--- src/rtl/cascade_counter_pkg.sv ---
package cascade_counter_pkg;
  typedef enum logic [1:0] {
    MODE_CLEAR,
    MODE_LOAD,
    MODE_INC,
    MODE_HOLD
  } cnt_mode_e;
endpackage

--- src/rtl/cnt_mode_dec.sv ---
module cnt_mode_dec
  import cascade_counter_pkg::*;
(
  input  logic      sync_clr_ni,
  input  logic      load_ni,
  input  logic      en_p_i,
  input  logic      en_t_i,
  output cnt_mode_e mode_o
);
  // fixed priority: clear > load > increment > hold
  always_comb begin
    if (!sync_clr_ni)          mode_o = MODE_CLEAR;
    else if (!load_ni)         mode_o = MODE_LOAD;
    else if (en_p_i && en_t_i) mode_o = MODE_INC;
    else                       mode_o = MODE_HOLD;
  end
endmodule

--- src/rtl/cnt_stage.sv ---
module cnt_stage
  import cascade_counter_pkg::*;
#(
  parameter int unsigned WIDTH     = 4,
  parameter bit          ASYNC_RST = 1'b1
) (
  input  logic             clk_i,
  input  logic             rst_ni,
  input  logic             load_ni,
  input  logic [WIDTH-1:0] data_i,
  input  logic             en_p_i,
  input  logic             en_t_i,
  output logic [WIDTH-1:0] q_o,
  output logic             tc_o
);
  logic [WIDTH-1:0] q_q, q_d;
  logic             sync_clr_n;
  cnt_mode_e        mode;

  // async build clears through the flop, so the decoder never sees a clear
  assign sync_clr_n = ASYNC_RST ? 1'b1 : rst_ni;

  cnt_mode_dec u_dec (
    .sync_clr_ni (sync_clr_n),
    .load_ni     (load_ni),
    .en_p_i      (en_p_i),
    .en_t_i      (en_t_i),
    .mode_o      (mode)
  );

  always_comb begin
    unique case (mode)
      MODE_CLEAR: q_d = '0;
      MODE_LOAD:  q_d = data_i;
      MODE_INC:   q_d = q_q + 1'b1;
      default:    q_d = q_q;
    endcase
  end

  generate
    if (ASYNC_RST) begin : g_async
      always_ff @(posedge clk_i or negedge rst_ni) begin
        if (!rst_ni) q_q <= '0;
        else         q_q <= q_d;
      end
    end else begin : g_sync
      always_ff @(posedge clk_i) q_q <= q_d;
    end
  endgenerate

  assign q_o  = q_q;
  assign tc_o = en_t_i & (&q_q);
endmodule

--- src/rtl/cascade_counter.sv ---
module cascade_counter #(
  parameter int unsigned STAGES    = 2,
  parameter int unsigned STAGE_W   = 4,
  parameter bit          ASYNC_RST = 1'b1,
  localparam int unsigned CNT_W    = STAGES * STAGE_W
) (
  input  logic             clk_i,
  input  logic             rst_ni,
  input  logic             load_ni,
  input  logic [CNT_W-1:0] data_i,
  input  logic             cnt_en_p_i,
  input  logic             cnt_en_t_i,
  output logic [CNT_W-1:0] count_o,
  output logic             tc_o
);
  // trickle[k] enables stage k; trickle[k+1] is stage k's terminal count
  logic [STAGES:0] trickle;

  assign trickle[0] = cnt_en_t_i;

  for (genvar k = 0; k < STAGES; k++) begin : g_stage
    cnt_stage #(
      .WIDTH     (STAGE_W),
      .ASYNC_RST (ASYNC_RST)
    ) u_stage (
      .clk_i   (clk_i),
      .rst_ni  (rst_ni),
      .load_ni (load_ni),
      .data_i  (data_i[k*STAGE_W +: STAGE_W]),
      .en_p_i  (cnt_en_p_i),
      .en_t_i  (trickle[k]),
      .q_o     (count_o[k*STAGE_W +: STAGE_W]),
      .tc_o    (trickle[k+1])
    );
  end

  assign tc_o = trickle[STAGES];
endmodule

--- config.mk ---
export PLATFORM = sky130hd
export DESIGN_NAME = cascade_counter
export DESIGN_NICKNAME = d
export VERILOG_FILES = /design/src/rtl/cascade_counter_pkg.sv /design/src/rtl/cnt_mode_dec.sv /design/src/rtl/cnt_stage.sv /design/src/rtl/cascade_counter.sv
export SDC_FILE = /design/constraint.sdc
export NUM_CORES = 1
export LEC_CHECK = 0
export BUFFER_PORTS_ARGS = -buffer_cell sky130_fd_sc_hd__buf_2
export CORE_AREA = 3 3 40 42
export CTS_BUF_LIST = sky130_fd_sc_hd__clkbuf_2 sky130_fd_sc_hd__clkbuf_4 sky130_fd_sc_hd__clkbuf_8
export DETAILED_ROUTE_END_ITERATION = 16
export DIE_AREA = 0 0 43 45
export SLEW_MARGIN = 40
export SYNTH_ARGS = -nofsm -noshare
export SYNTH_HDL_FRONTEND = slang
export SYNTH_SLANG_ARGS = --single-unit
--- constraint.sdc ---
create_clock -name clk_i -period 1.6 [get_ports clk_i]
set_clock_uncertainty 0.1 [all_clocks]
set_input_delay 0.16 -clock clk_i [delete_from_list [all_inputs] [get_ports clk_i]]
set_output_delay 0.16 -clock clk_i [all_outputs]
set_load 0.01 [all_outputs]
---- Word-level counts from Yosys, hierarchy flattened ----
Index checks and enable logic that the tools add are counted.
cells by class
  add/sub/neg operators ................... 2
  equal/unequal tests ..................... 4
  mux-type cells .......................... 6
  bitwise gates (word level) .............. 2
  reductions and logical operators ........ 8
operators with widths
  operator                                             count
  one-hot mux 4 bit (3 select lines)                   2
  adder 4 x 1 -> 4 bit, second input constant          2
  AND reduction 4 bit                                  2
  nonzero test 3 bit                                   2
  equality test 2 x 1 -> 1 bit, second input constant  2
  equality test 2 bit, second input constant           2
  logical NOT 2 bit                                    2
  two-way mux 2 bit                                    2
  AND 1 bit                                            2
  logical AND 1 bit                                    2
  two-way mux 1 bit                                    2
word-level totals
  register bits ........................... 8
  output and inout bits ................... 9
  logic and storage cells ................. 24

---- Depth between registers and ports, before layout ----
Gate-level depths: netlist of the first run.
  word-level depth ........................ 7
  depth in mapped cells ................... 4
  depth with buffers taken out ............ 4

---- By module ----
From an unflattened synthesis of the first run, not the netlist that was laid out.
second synthesis, totals
  cell total of the unflattened synthesis .. 64
  area, all modules ....................... 605.6 µm²
by module, submodules not included
  module        instances  cells each  area each (µm²)  sequential area each (µm²)
  cnt_stage     2          29          285.3            100.1
  cnt_mode_dec  2          3           17.5             0.0

---- Worst setup path before layout of the first run ----
OpenSTA, ideal clock, no wires.
  kind .................................... flip-flop to flip-flop
  from .................................... register g_stage[0].u_stage.q_q[0]
  to ...................................... register g_stage[1].u_stage.q_q[2]
  setup time .............................. 0.082 ns
  arrival ................................. 1.287 ns
  data required time ...................... 1.418 ns
  slack ................................... 0.131 ns
  cell stages (with the launch flop) ...... 5
  buffers on the path ..................... 0
  clock period less this slack ............ 1.469 ns
  cell sequence ........................... dfrtp_1 ha_1 nand4_4 or3_1 a31oi_1
between the ends
  longest elaborated chain between the ends .. 7
  elaborated cells on any way between the ends .. 10
  those cells by class .................... eq/ne: 2; mux: 3; bitwise: 1; reduce/logical: 4
RTL lines
  element                                                                   RTL line            RTL
  from (decl)                                                               cnt_stage.sv:16     logic [WIDTH-1:0] q_q, q_d;
  from (signal assigned)                                                    cnt_stage.sv:44     else q_q <= q_d;
  AND reduction 4 bit *                                                     cnt_stage.sv:52     assign tc_o = en_t_i & (&q_q);
  AND 1 bit *                                                               cnt_stage.sv:52
  logical AND 1 bit *                                                       cnt_mode_dec.sv:14  else if (en_p_i && en_t_i) mode_o = MODE_INC;
  two-way mux 1 bit *                                                       cnt_mode_dec.sv:14
  two-way mux 2 bit *                                                       cnt_mode_dec.sv:13  else if (!load_ni) mode_o = MODE_LOAD;
  equality test 2 bit (tied with other cells)                               cnt_stage.sv:32     unique case (mode)
  one-hot mux 4 bit (3 select lines) or nonzero test 3 bit (tied branches)  n/a
  to (signal assigned)                                                      cnt_stage.sv:44
  to (decl)                                                                 cnt_stage.sv:16
Every way passes the cells marked *; elsewhere a longest branch is shown, timed or not.
A chain may end at the register's enable or synchronous reset.

---- Final worst setup path of the first run ----
  from .................................... register g_stage[0].u_stage.q_q[0]
  to ...................................... output port tc_o
between the ends
  longest elaborated chain between the ends .. 3
RTL lines
  element                  RTL line               RTL
  AND reduction 4 bit      cnt_stage.sv:52
  AND 1 bit (2 in series)  cnt_stage.sv:52
  to (decl)                cascade_counter.sv:14  output logic tc_o
No other way between the ends.

==> results.json, run 1 <==
{
  "status": "finished, final reports clean",
  "vias": 435,
  "cp_slowest_cell": "dfrtp_1",
  "grt_max_degree": 17,
  "cp_slowest_stage_delay_ns": 0.37,
  "dp_hpwl_um": 777,
  "synth_area_um2": 455,
  "avgSynthCellArea_um2": 8.93,
  "final_cells": 91,
  "fillers": 140,
  "worstSetupEndpointType": "primary output",
  "synth_flop_cell": "dfrtp_1",
  "worstPathArrival_ns": 1.24,
  "crit_required_ns": 1.34,
  "grt_pass1_vias": 404,
  "synthSimpleGateAreaFrac": 0.247,
  "dr.pass1.iters": 4,
  "cts_buffers": 3,
  "clk_pin_slew_ns": 0.05,
  "place_ws_ns": 0.125,
  "fin_nets": 93,
  "clk_latency_ns": 0.25,
  "h-tree-depth": 1,
  "port_buffers": 21,
  "holdWs_ns": 0.0535,
  "synthAdderAreaFrac": 0.0549,
  "grt_util_met1": 0.126,
  "synth_top_area_frac": 0.440,
  "chipHeight_um": 45,
  "wl_per_cell_um": 11.1,
  "hold_path_class": "input pin to register",
  "vias_per_cell": 4.78,
  "grt_pass1_wl_um": 1610,
  "cp_cell_sequence": "ha_2 > nand4_4 > nor2_2 > buf_2",
  "tightestPinTransition_ns": 0.268,
  "post-route-period-util": 0.934,
  "met2_usage": 0.192,
  "ir_worst_vdd_mv": 0.496,
  "p_leak_nw": 0.282,
  "seq_area_frac_synth": 0.440,
  "rows": 13,
  "drt-initial-drc-count": 8,
  "setup_tns_ns": 0,
  "cts_sinks": 8,
  "synthXorXnorAreaFrac": 0.0385,
  "maxSlewViolCount": 0,
  "yosysMostFrequentCell": "nor2_1",
  "cts_buffer_depth": 2,
  "wl_um": 1010,
  "gr-usage-met3": 0.0598,
  "start_kind": "register",
  "power_density_nw_per_um2": 859,
  "gp_congestion": 0.795,
  "ant_nets": 0,
  "core_region_area_um2": 1280,
  "crit_buf_inv": 1,
  "drc": 0,
  "layout-drive-gt1-share": 0.382,
  "path_delay_family": "flip-flops",
  "dieArea_um2": 1940,
  "muxShareOfSynthArea": 0.0220,
  "setup_viol": 0,
  "fin_crit_ns": 1.50,
  "clock.fmax_mhz": 669,
  "synth_top_family_by_area": "simple AND/OR/NAND/NOR gates",
  "initial_utilization": 0.354,
  "synth_compound_area_frac": 0.170,
  "cts-root-buf": "clkbuf_4",
  "worst_slew_margin_rel": 0.821,
  "num_antenna_cells": 0,
  "grt_antenna_before_repair": 0,
  "grt_overflow": 0,
  "synthTopCellsByCount": "9 x nor2_1, 8 x dfrtp_1, 5 x o21ai_0",
  "cp_max_fo": 9,
  "area_delta_synth_final_pct": 36.8,
  "synth_seq_cells": 8,
  "hold_viol": 0,
  "synth_warnings": 0,
  "netlist_instances": 51,
  "synth.area.top_cells": "dfrtp_1 44%, nor2_1 7.4%, a31oi_1 5.5%, ha_1 5.5%, o21ai_0 5.5%",
  "largest_reg_flops": 8,
  "async_flop_share": 1.00,
  "cap_violations": 0,
  "synth_nets": 66,
  "dieWidth_um": 43,
  "dp_cells": 85,
  "io_pins": 22,
  "cts_tree": "built",
  "synth-edff-count": 0,
  "grt.busiest_layer": "met2",
  "grt_setup_unrepaired": "false",
  "criticalPathCategory": "register to primary output",
  "synth_top_area_cell": "dfrtp_1",
  "fin_ws_ns": 0.105,
  "grt_use_total": 0.119,
  "synth.distinct_cells": 17
}
## what timing repair did
item / in CTS / in global routing
buffers inserted: 0 / 2
endpoints found under the setup margin: 0 / 2
hold buffers: 1 / 0
endpoints found under the hold margin: 8 / 0
gates resized for setup: 0 / 2
## path summary, 6_finish.rpt
path / start / endpoint / slack [ns] / cells past startpoint
worst max-delay path: g_stage[0].u_stage.q_o[0] / tc_o / 0.10 / 4
worst min-delay path: data_i[2] / g_stage[0].u_stage.q_o[2] / 0.05 / 3
worst max register to register: g_stage[0].u_stage.q_o[0] / g_stage[1].u_stage.q_o[2] / 0.17 / 4
worst min register to register: g_stage[1].u_stage.q_o[1] / g_stage[1].u_stage.q_o[1] / 0.49 / 2
max in group asynchronous: rst_ni / g_stage[1].u_stage.q_o[1] / 1.06 / 2
min in group asynchronous: rst_ni / g_stage[1].u_stage.q_o[2] / 0.17 / 2
## per-layer routing
layer	wire length (um)	part of all wire
met1	429	0.42
met2	490	0.48
met3	69	0.068
met4	24	0.024
met5	0	0
## cell usage in the layout (no fill, tap or decap)
cell type / Yosys / layout
buf_4: 0 / 2
dfrtp_1: 8 / 8
nand4_1: 1 / 1
buf_2: 1 / 21
clkbuf_4: 0 / 3
nand4_4: 1 / 1
a31oi_1: 4 / 4
or3_1: 4 / 4
ha_1: 2 / 1
o21ai_0: 5 / 5
xor2_1: 2 / 2
nor2_2: 0 / 1
nor2_1: 9 / 8
dlygate4sd3_1: 0 / 1
a21oi_1: 4 / 4
o21a_1: 1 / 1
mux2i_1: 1 / 1
inv_1: 1 / 1
nand3_1: 3 / 3
ha_2: 0 / 1
nand2_1: 3 / 3
## area by class of cell
cell class / count / area (um2) / area share
multi-input combinational: 40 / 248 / 0.398
sequential: 8 / 200 / 0.321
timing repair buffer: 24 / 130 / 0.209
clock buffer: 3 / 22.5 / 0.0361
tap: 15 / 18.8 / 0.0301
inverter: 1 / 3.75 / 0.00602
## logic make-up (layout without fill, tap and decap cells)
| kind of cell | count (synthesis) | in the layout |
|---|---|---|
| AOI/OAI and AO/OA | 14 | 14 |
| xor gates and xnor gates | 2 | 2 |
| adders and majority gates | 2 | 2 |
| buffers and inverters | 3 | 28 |
| DFF | 8 | 8 |
| muxes | 1 | 1 |
| and+or+nand+nor | 21 | 21 |
## metrics by stage
stage | area [um2] | utilization | power [mW]
4_1_cts | 603 | 0.469 | 0.532
2_1_floorplan | 455 | - | 0.322
5_1_grt | 623 | 0.485 | 0.577
3_5_place_dp | 571 | 0.444 | 0.377
3_3_place_gp | 571 | 0.444 | 0.374
6_report | 623 | 0.485 | 0.535
## tightest hold or removal path: stages
cell and delay [ns]:
buf_2 0.08, nor2_1 0.03, a21oi_1 0.10
## power breakdown
group / internal, mW / switching (mW) / leakage, nW
combinational: 0.0668 / 0.0709 / 0.179
sequential: 0.225 / 0.0236 / 0.0895
clock: 0.0855 / 0.0640 / 0.0138
total: 0.377 / 0.159 / 0.282
No activity file was read; power rests on OpenSTA's default activity.
==> run 2, diff against run 1 <==
Settings changed: PLACE_DENSITY_LB_ADDON from default to 0.25.
Clock period 1.6 ns to 1.91 ns, I/O delays scaled along.
==> run 2 against run 1 <==
Compared with the run above:
- first-iteration DRC count decreased by 25%
- critical path depth unchanged
- sequential power shrank 15%
- critical path type unchanged
==> results.json, run 2 (synthesis gave the netlist of run 1 again) <==
{
  "status": "finished, final reports clean",
  "largest_reg_flops": 8,
  "cap_violations": 0,
  "dieWidth_um": 43,
  "worst_slew_margin_rel": 0.823,
  "worstSetupEndpointType": "primary output",
  "core_region_area_um2": 1280,
  "setup_viol": 0,
  "grt_use_total": 0.110,
  "p_leak_nw": 0.274,
  "crit_required_ns": 1.62,
  "final_area_um2": 603,
  "grt_max_degree": 17,
  "vias": 435,
  "drc": 0,
  "vias_per_cell": 4.89,
  "clk_latency_ns": 0.25,
  "start_kind": "register",
  "tightestPinTransition_ns": 0.266,
  "mostFrequentLayoutCells": "21 x buf_2, 9 x nor2_1, 8 x dfrtp_1, 5 x o21ai_0",
  "rows": 13,
  "dieArea_um2": 1940,
  "setup_tns_ns": 0,
  "dp_cells": 85,
  "cts_tree": "built",
  "layout-drive-gt1-share": 0.338,
  "hold_path_class": "input pin to register",
  "criticalPathCategory": "register to primary output",
  "grt_pass1_vias": 395,
  "power_density_nw_per_um2": 722,
  "post-route-period-util": 0.826,
  "hold_viol": 0,
  "gp_congestion": 0.790,
  "fillers": 139,
  "port_buffers": 21,
  "grt_setup_unrepaired": "false",
  "grt_overflow": 0,
  "dr.pass1.iters": 2,
  "hold_depth": 3,
  "num_antenna_cells": 0,
  "fin_crit_ns": 1.58,
  "post-cts-setup-buffer-count": 0,
  "wl_per_cell_um": 10.8,
  "grt_pass1_wl_um": 1520,
  "initial_utilization": 0.354,
  "multi_input_area_um2": 243,
  "cts_sinks": 8,
  "final_cells": 89,
  "dp_hpwl_um": 735,
  "cts.repair.resized": 0,
  "ir_worst_vdd_mv": 0.468,
  "seqCellArea_um2": 200,
  "cts_buffer_depth": 2,
  "area_delta_synth_final_pct": 32.4,
  "postCtsHoldBufs": 1,
  "wl_um": 957,
  "grt_antenna_before_repair": 0,
  "maxSlewViolCount": 0,
  "clk_pin_slew_ns": 0.05,
  "cts_buffers": 3,
  "clock.fmax_mhz": 634,
  "worstPathArrival_ns": 1.29,
  "drt-initial-drc-count": 6,
  "chipHeight_um": 45,
  "rr_worst_depth": 4,
  "cts-root-buf": "clkbuf_4",
  "final_common_cell": "buf_2",
  "h-tree-depth": 1,
  "io_pins": 22,
  "ant_nets": 0,
  "cp_max_fo": 9,
  "placed_area_um2": 571,
  "fin_nets": 91
}
==> run 2: routing by layer <==
layer  vias up  part of all wire  GRT usage  wire length (um)
met4         0             0.017     0.0361                16
met5         -                 0          0                 0
met2        12              0.48      0.195               462
met1       188              0.44      0.111               423
li1        233                 -          -                 -
met3         2             0.057     0.0598                55
==> run 2: worst paths after layout <==
path / endpoint / slack, ns / start
min in group asynchronous: g_stage[1].u_stage.q_o[2] / 0.21 / rst_ni
max in group asynchronous: g_stage[1].u_stage.q_o[1] / 1.33 / rst_ni
setup / recovery: tc_o / 0.33 / g_stage[0].u_stage.q_o[0]
setup reg to reg: g_stage[1].u_stage.q_o[2] / 0.43 / g_stage[0].u_stage.q_o[0]
hold / removal: g_stage[0].u_stage.q_o[1] / 0.09 / data_i[1]
hold reg to reg: g_stage[1].u_stage.q_o[1] / 0.49 / g_stage[1].u_stage.q_o[1]
==> run 2: area by class of cell <==
class,instances,area share
multi-input combinational,40,0.402
sequential,8,0.332
timing repair buffer,22,0.191
clock buffer,3,0.0373
tap,15,0.0311
inverter,1,0.00622
==> run 2: critical path, stage by stage (launching register included) <==
cell	delay [ns]
dfrtp_1	0.39
ha_1	0.23
nand4_4	0.16
nor2_1	0.13
buf_2	0.13
==> run 2: power breakdown <==
group | internal [mW] | leakage [nW] | switching (mW)
logic | 0.0481 | 0.171 | 0.0541
registers | 0.188 | 0.0895 | 0.0217
clock network | 0.0716 | 0.0138 | 0.0522
total | 0.308 | 0.274 | 0.128
==> run 2: through the flow <==
step | util | power, mW | hold WS, ns | worst slack (ns)
6_report | 0.469 | 0.436 | 0.0885 | 0.332
5_1_grt | 0.469 | 0.470 | 0.0982 | 0.258
3_3_place_gp | 0.444 | 0.313 | -0.0551 | 0.468
3_5_place_dp | 0.444 | 0.315 | -0.0574 | 0.435
2_1_floorplan | - | 0.270 | -0.205 | 0.441
4_1_cts | 0.469 | 0.444 | 0.0794 | 0.319
==> run 3, diff against run 2 <==
Settings changed: ABC_AREA from default to 1.
Clock period 1.91 ns to 1.4 ns, I/O delays scaled along.
==> run 3 against run 2 <==
Compared with the run above:
- the flow now finishes with violations (setup timing)
- synthesized cell count is 35% higher
- worst setup slack got worse by 0.37 ns
- combinational power increased by 97%
- utilization increased by 14 points
- total power grew 53%
- wire length is 42% higher
- count of clock-buffer cells in the layout stayed put
- critical endpoint unchanged
==> results.json, run 3 <==
{
  "status": "finished with violations",
  "violations": "setup timing",
  "clk_pin_slew_ns": 0.05,
  "synth-edff-count": 0,
  "synth.area.top_cells": "dfrtp_1 36%, nand2_1 14%, nand3_1 9.9%, nand3_2 7.2%, ha_1 4.5%",
  "criticalPathCategory": "register to primary output",
  "dieWidth_um": 43,
  "io_pins": 22,
  "reg2reg_to": "g_stage[1].u_stage.q_o[2]",
  "grt_use_total": 0.158,
  "seq_area_frac_synth": 0.360,
  "grt_pass1_wl_um": 2210,
  "synth_top_area_cell": "dfrtp_1",
  "post-route-period-util": 1.03,
  "drc": 0,
  "hold_path_class": "input pin to register",
  "hold_end": "g_stage[1].u_stage.q_o[0]",
  "cap_violations": 0,
  "dp_hpwl_um": 976,
  "setup_viol": 1,
  "worst_slew_margin_rel": 0.819,
  "rows": 13,
  "clk_latency_ns": 0.25,
  "wl_um": 1360,
  "initial_utilization": 0.432,
  "dieArea_um2": 1940,
  "tightestPinTransition_ns": 0.271,
  "synth_seq_cells": 8,
  "rr_worst_depth": 7,
  "ant_nets": 0,
  "yosysMostFrequentCell": "nand2_1",
  "synthTopCellsByCount": "21 x nand2_1, 11 x nand3_1, 8 x dfrtp_1",
  "cts_sinks": 8,
  "num_antenna_cells": 0,
  "grt_setup_unrepaired": "true",
  "start_kind": "register",
  "holdCritStartpoint": "data_i[4]",
  "cts-root-buf": "clkbuf_4",
  "fin_ws_ns": -0.0385,
  "core_region_area_um2": 1280,
  "cp_max_fo": 3,
  "port_buffers": 21,
  "p_leak_nw": 0.417,
  "largest_reg_flops": 8,
  "synth_area_um2": 556,
  "reg2reg_slack_ns": 0.14,
  "grt_antenna_before_repair": 0,
  "ir_worst_vdd_mv": 0.609,
  "cts_buffers": 3,
  "placed_area_um2": 676,
  "fin_crit_ns": 1.44,
  "drt-initial-drc-count": 13,
  "async_flop_share": 1.00,
  "synth_warnings": 0,
  "mostFrequentLayoutCells": "21 x nand2_1, 21 x buf_2, 10 x nand3_1, 8 x dfrtp_1",
  "grt_pass1_vias": 517,
  "synth.distinct_cells": 20,
  "crit_required_ns": 1.16,
  "cts_buffer_depth": 2,
  "synth_flop_cell": "dfrtp_1",
  "grt_overflow": 0,
  "gp_congestion": 0.762,
  "clock.fmax_mhz": 695,
  "fin_nets": 116,
  "avgSynthCellArea_um2": 8.05,
  "dr.pass1.iters": 4,
  "vias_per_cell": 5.18,
  "timing.rr.start": "g_stage[0].u_stage.q_o[0]",
  "holdWs_ns": 0.00481,
  "synth_nets": 84,
  "area_delta_synth_final_pct": 40.1,
  "h-tree-depth": 1,
  "hold_depth": 3,
  "vias": 590,
  "final_area_um2": 778,
  "synth_top_area_frac": 0.360,
  "layout-drive-gt1-share": 0.475,
  "hold_viol": 0,
  "power_density_nw_per_um2": 855,
  "grt_max_degree": 12,
  "wl_per_cell_um": 11.9,
  "worstPathArrival_ns": 1.20,
  "chipHeight_um": 45,
  "maxSlewViolCount": 0,
  "netlist_instances": 69,
  "cts_tree": "built",
  "worstSetupEndpointType": "primary output"
}
-- run 3: worst max path at each step --
stage | start | to | slack [ns] | depth (start not counted)
floorplan | g_stage[0].u_stage.q_o[0] | g_stage[1].u_stage.q_o[2] | 0.13 | 7
global placement | g_stage[0].u_stage.q_o[0] | g_stage[1].u_stage.q_o[2] | 0.12 | 7
detailed placement | g_stage[0].u_stage.q_o[0] | g_stage[1].u_stage.q_o[2] | 0.06 | 7
CTS | g_stage[0].u_stage.q_o[0] | tc_o | -0.05 | 4
global route | g_stage[0].u_stage.q_o[0] | tc_o | -0.11 | 4
finish | g_stage[0].u_stage.q_o[0] | tc_o | -0.04 | 4
-- run 3: cells by family after synthesis --
group / share of synthesized area
AO/OA/AOI/OAI: 0.0315
XOR/XNOR: 0.0158
adder cells (fa/ha/maj): 0.0450
buffers and inverters: 0.0608
flip-flops: 0.360
AND/OR/NAND/NOR: 0.486
-- run 3: routing by layer --
| layer | vias to the layer above | global-route usage | part of all wire |
|---|---|---|---|
| met5 | - | 0 | 0 |
| li1 | 291 | - | - |
| met1 | 278 | 0.182 | 0.43 |
| met3 | 2 | 0.0558 | 0.073 |
| met4 | 0 | 0.108 | 0.012 |
| met2 | 19 | 0.246 | 0.49 |
-- run 3: worst max-delay path: stages, from the launching register on --
cell and delay, ns:
dfrtp_1 0.40, ha_4 0.16, nand2_4 0.06, nor3_2 0.17, buf_2 0.15
-- run 3: what timing repair did --
action / CTS / global route
buffers inserted: 3 / 1
hold buffers: 1 / 1
gates resized for setup: 0 / 6
hold endpoints to repair: 8 / 1
setup endpoints to repair: 1 / 1
-- run 3: area by class of cell --
| type | count | area (um2) |
|---|---|---|
| Clock buffer | 3 | 22.5 |
| Fill cell | 119 | 507 |
| Sequential cell | 8 | 200 |
| Inverter | 6 | 22.5 |
| Multi-Input combinational cell | 54 | 352 |
| Timing Repair Buffer | 28 | 163 |
| Tap cell | 15 | 18.8 |
-- run 3: metrics by stage --
stage          power [mW]  TNS, ns  setup WS [ns]  cells   util
2_1_floorplan       0.384        0          0.125     69      -
3_3_place_gp        0.448        0          0.119    105  0.526
3_5_place_dp        0.453        0         0.0646    105  0.526
4_1_cts             0.649  -0.0540        -0.0540    112  0.569
5_1_grt             0.719   -0.114         -0.114    114  0.606
6_report            0.666  -0.0385        -0.0385    114  0.606
-- run 3: power breakdown --
group	total (mW)	internal (mW)	switching [mW]
Combinational	0.201	0.0949	0.107
Sequential	0.285	0.255	0.0294
Clock	0.179	0.0983	0.0812
